===== src/rtl/lsw_seq.sv =====
module lsw_seq #(
  parameter int XLEN = 64,
  parameter int AW   = 32,
  parameter int CW   = 7
) (
  input  logic            clk,
  input  logic            rst_n,
  input  logic            start,
  input  logic            indexed,
  input  logic            le_mode,
  input  logic [4:0]      rt,
  input  logic [4:0]      ra,
  input  logic [4:0]      rb,
  input  logic [4:0]      imm_cnt,
  input  logic [CW-1:0]   cnt_reg,
  input  logic [XLEN-1:0] ra_val,
  input  logic [XLEN-1:0] rb_val,
  output logic            busy,
  output logic            done,
  output logic            fault,
  output logic            mem_valid,
  output logic [AW-1:0]   mem_addr,
  input  logic            mem_ready,
  input  logic [7:0]      mem_data,
  output logic            wr_en,
  output logic [4:0]      wr_idx,
  output logic [XLEN-1:0] wr_data
);
  logic [4:0]      cur, ra_q, rb_q;
  logic            ra_chk, rb_chk;
  logic [CW-1:0]   rem, n_start;
  logic [1:0]      pos;
  logic [31:0]     acc, acc_nx;
  logic [XLEN-1:0] ea_full;
  logic            go, prot, stop, hs, last_byte;

  assign n_start   = indexed ? cnt_reg : (imm_cnt == 5'd0 ? CW'(32) : CW'(imm_cnt));
  assign ea_full   = (ra == 5'd0 ? '0 : ra_val) + (indexed ? rb_val : '0);
  assign go        = start && !busy;
  assign prot      = (ra_chk && cur == ra_q) || (rb_chk && cur == rb_q);
  assign stop      = busy && pos == 2'd0 && prot;
  assign mem_valid = busy && !stop;
  assign hs        = mem_valid && mem_ready;
  assign last_byte = rem == CW'(1);
  assign acc_nx    = acc | ({mem_data, 24'h0} >> {pos, 3'b000});
  assign wr_en     = hs && (pos == 2'd3 || last_byte);
  assign wr_idx    = cur;
  assign wr_data   = {{(XLEN-32){1'b0}}, acc_nx};
  assign mem_addr  = mem_addr_q;

  logic [AW-1:0] mem_addr_q;

  always_ff @(posedge clk) begin
    if (!rst_n) begin
      busy <= 1'b0; done <= 1'b0; fault <= 1'b0;
      cur <= '0; ra_q <= '0; rb_q <= '0; ra_chk <= 1'b0; rb_chk <= 1'b0;
      rem <= '0; pos <= '0; acc <= '0; mem_addr_q <= '0;
    end else begin
      done  <= 1'b0;
      fault <= 1'b0;
      if (go) begin
        if (le_mode) begin
          done  <= 1'b1;
          fault <= 1'b1;
        end else if (n_start == '0) begin
          done <= 1'b1;
        end else begin
          busy       <= 1'b1;
          cur        <= rt;
          rem        <= n_start;
          pos        <= 2'd0;
          acc        <= '0;
          mem_addr_q <= AW'(ea_full);
          ra_q       <= ra;
          rb_q       <= rb;
          ra_chk     <= ra != 5'd0;
          rb_chk     <= indexed;
        end
      end else if (stop) begin
        busy <= 1'b0;
        done <= 1'b1;
      end else if (hs) begin
        mem_addr_q <= mem_addr_q + AW'(1);
        rem        <= rem - CW'(1);
        pos        <= pos + 2'd1;
        acc        <= acc_nx;
        if (wr_en) begin
          acc <= '0;
          cur <= cur + 5'd1;
        end
        if (last_byte) begin
          busy <= 1'b0;
          done <= 1'b1;
        end
      end
    end
  end

  // a write never lands on a protected register
  a_r6_no_base_write: assert property (@(posedge clk) disable iff (!rst_n)
    wr_en |-> !((ra_chk && wr_idx == ra_q) || (rb_chk && wr_idx == rb_q)));

  // little-endian start gives fault and done at once, nothing else
  a_r7_le_fault: assert property (@(posedge clk) disable iff (!rst_n)
    (start && !busy && le_mode) |=> (fault && done && !busy && !wr_en));

  // indexed zero count ends immediately
  a_r4_zero_count: assert property (@(posedge clk) disable iff (!rst_n)
    (start && !busy && indexed && !le_mode && cnt_reg == '0) |=> (done && !busy));

  // address steps by one per accepted byte
  a_r8_addr_step: assert property (@(posedge clk) disable iff (!rst_n)
    (mem_valid && mem_ready) |=> (!busy || mem_addr == $past(mem_addr) + AW'(1)));

  // done is a single pulse, and the port is quiet when idle
  a_r9_done_pulse: assert property (@(posedge clk) disable iff (!rst_n)
    done |=> !done);
  a_r9_idle_quiet: assert property (@(posedge clk) disable iff (!rst_n)
    !busy |-> (!mem_valid && !wr_en));

  // a fault always comes with done
  a_r7_fault_done: assert property (@(posedge clk) disable iff (!rst_n)
    fault |-> done);
endmodule


===== config.mk =====
export PLATFORM = sky130hd
export DESIGN_NAME = lsw_seq
export DESIGN_NICKNAME = d
export VERILOG_FILES = /design/src/rtl/lsw_seq.sv
export SDC_FILE = /design/constraint.sdc
export NUM_CORES = 1
export LEC_CHECK = 0
export BUFFER_PORTS_ARGS = -buffer_cell sky130_fd_sc_hd__buf_2
export CORE_ASPECT_RATIO = 1.1
export CORE_UTILIZATION = 53
export DETAILED_ROUTE_END_ITERATION = 10
export PLACE_DENSITY = 0.88
export SYNTH_ARGS = -nofsm -noshare
export SYNTH_HDL_FRONTEND = slang
export SYNTH_SLANG_ARGS = --single-unit

===== constraint.sdc =====
create_clock -name clk -period 8.3 [get_ports clk]
set_clock_uncertainty 0.05 [all_clocks]
set_input_delay 0 -clock clk [delete_from_list [all_inputs] [get_ports clk]]
set_output_delay 0 -clock clk [all_outputs]
set_load 0.01 [all_outputs]

==> impl_metrics.tcl <==
set metrics [dict create \
    ys_seq_elements 93 \
    end_kind "flop" \
    grt_max_degree 53 \
    area_growth_pct 18.0 \
    regArea_mm2 0.00186 \
    antenna_found_initial 0 \
    layout_commonest_cell "buf_2" \
    cp_cell_sequence "dlygate4sd3_1 -> buf_2 -> or4_1 -> nor2_2 -> buf_4 -> nor2b_1 -> ha_1 -> fa_1 -> a21o_1 -> nand3_1 -> a31o_2 -> o21ai_0 -> nor2_1 -> o21ai_1 -> a31oi_1 -> xor2_1 -> a221oi_2" \
    syn_area_per_cell_um2 7.49 \
    die_area_mm2 0.0136 \
    met1_usage 0.343 \
    min_period_ns 3.95 \
    cp.required_ns 8.44 \
    met3_usage 0.0388 \
    port_buffers 178 \
    die_x_um 111 \
    drv_cap 0 \
    grt_first_pass_wirelength_um 30800 \
    arrival_ns 4.08 \
    clk_latency_ns 0.34 \
    synth_edf_count 0 \
    die_y_um 122 \
    startpoint_type "primary input" \
    period_share 0.475 \
    ys_types 72 \
    drc 32 \
    antenna_left 0 \
    n_fill_cell 1133 \
    hold_path_class "primary input to flop" \
    layout-drive-gt1-share 0.203 \
    first_pass_iters 9 \
    final_util 0.647 \
    finalMaxSlewViolations 0 \
    worstSetupPathType "primary input to flop" \
    postCtsSetupBuffers 0 \
    rsz0062_at_grt "no" \
    finalHoldViolations 0 \
    fmax_mhz 253 \
    tns_ns 0 \
    yosysTopAreaCell "dfxtp_1" \
    setup_viol 0 \
    synth_async_sr_flop_share 0 \
    crit_fanout 31 \
    htree_num_levels 3 \
    vias 7229 \
    yosys.area.top_type_share 0.267 \
    yosys-top-cells-area "dfxtp_1 (27%), a21oi_1 (7.3%), ha_1 (6.6%)" \
    numClockSinks 93 \
    rows 43 \
    diodes 0 \
    final_cell_mix "buf_2 (178), a21oi_1 (102), nor2_1 (95)" \
    status "finished with violations" \
    root_buffer "clkbuf_16" \
    dp_hpwl_um 13500 \
    grt.busiest_layer "met2" \
    grt_pass1_vias 6603 \
    worst_pin_slew_ns 1.03 \
    yosysSeqAreaShare 0.267 \
    cts_tree "done" \
    power_mw 1.21 \
    wire_per_inst_um 15.0 \
    initialDrtViolationCount 688 \
    syn_inst 929 \
    ys_dominant_reg_cell "dfxtp_1" \
    cts_resized 0 \
    place_congestion 0.910 \
    cts_made_buffers 9 \
    cp_slowest_cell "dlygate4sd3_1" \
    slowest_delay_ns 0.56 \
    vias_per_cell 5.79 \
    syn_area_mm2 0.00696 \
    violations "DRC" \
    pre_cts_slack_ns 4.64 \
    start_util 0.548 \
    hold_buffers 21 \
    drt-total-wl_um 18700 \
    gr-usage-all-layers 0.274 \
    layout.nets 1295 \
    multiInputGateArea_mm2 0.00469 \
    fin_ws_ns 4.35 \
    core_mm2 0.0127 \
    path_clk_slew_ns 0.06 \
    ir_worst_vdd_uv 125 \
    pin_count 275 \
    cts_buffer_depth 2 \
    overflow 0 \
    yosys_warnings 0 \
    powerDensity_mw_per_mm2 147 \
    holdWs_ns 0.00195 \
    met2_usage 0.481 \
    slew_headroom 0.314 \
    leakagePower_nw 3.96 \
]
worst max-delay path, delay by kind of cell:
family / cells / cell delay, ns
xor+xnor: 1 / 0.21
fa+ha+maj: 2 / 0.65
simple gates: 5 / 1.08
buf+inv: 3 / 1.02
compound gates: 6 / 1.09
path summary, 6_finish.rpt:
check | depth (start not counted) | endpoint | slack (ns) | startpoint
worst min register to register | 2 | acc[10]$_SDFFE_PN0P_ | 0.42 | acc[10]$_SDFFE_PN0P_
worst min-delay path | 5 | wr_idx[4]$_SDFFE_PN0P_ | 0.002 | rt[4]
worst max register to register | 9 | acc[22]$_SDFFE_PN0P_ | 4.68 | pos[0]$_SDFFE_PN0P_
worst max-delay path | 17 | mem_addr[26]$_SDFFE_PN0P_ | 4.35 | ra[2]
area by class of cell:
type	instances	area share
well taps	157	0.0239
clock buffers	11	0.0296
inverters	14	0.00640
clock inverters	4	0.00305
multi-input cells	766	0.572
flip-flops and latches	93	0.227
repair buffers	204	0.139
flip-flops by register name (all words and copies together), names as in the netlist, 2 cells and up:
signal and flops:
acc 32, mem_addr 32, pos 2, ra_q 5
rb_q 5, rem 7, wr_idx 5
cells in the mapped netlist (all sizes together) (18+ instances only):
master,n
a21o,52
a21oi,104
and2,36
buf,58
clkbuf,29
dfxtp,93
ha,37
nand2,69
nand3,30
nor2,98
nor2b,36
nor3,18
o21ai,67
xnor2,27
power breakdown:
part,switching (mW),internal [mW],leakage [nW]
Combinational,0.194,0.140,3.08
Sequential,0.0248,0.469,0.757
Clock,0.170,0.209,0.127
Total,0.390,0.818,3.96
through the flow:
stage / std cells / cell area [um2]
final: 1249 / 8210
after detailed placement: 1213 / 7730
after CTS: 1249 / 8210
after floorplan: 960 / 7080
after global routing: 1249 / 8210
after global placement: 1213 / 7730
per-layer routing:
metal / up-vias / wire [um]
met5: - / 0
met4: 0 / 412
met3: 35 / 1190
met2: 316 / 9130
met1: 3322 / 7970
li1: 3556 / -
cell families (layout without fill, tap and decap cells):
group,Yosys count,after routing,synth area share
other,1,32,0.000539
DFF,93,93,0.267
muxes,3,3,0.00449
and+or+nand+nor,347,347,0.256
AOI/OAI and AO/OA,304,304,0.271
adders and majority gates,38,38,0.0694
xor gates and xnor gates,42,42,0.0528
buffers and inverters,101,233,0.0776
No activity file was read; power rests on OpenSTA's default activity.
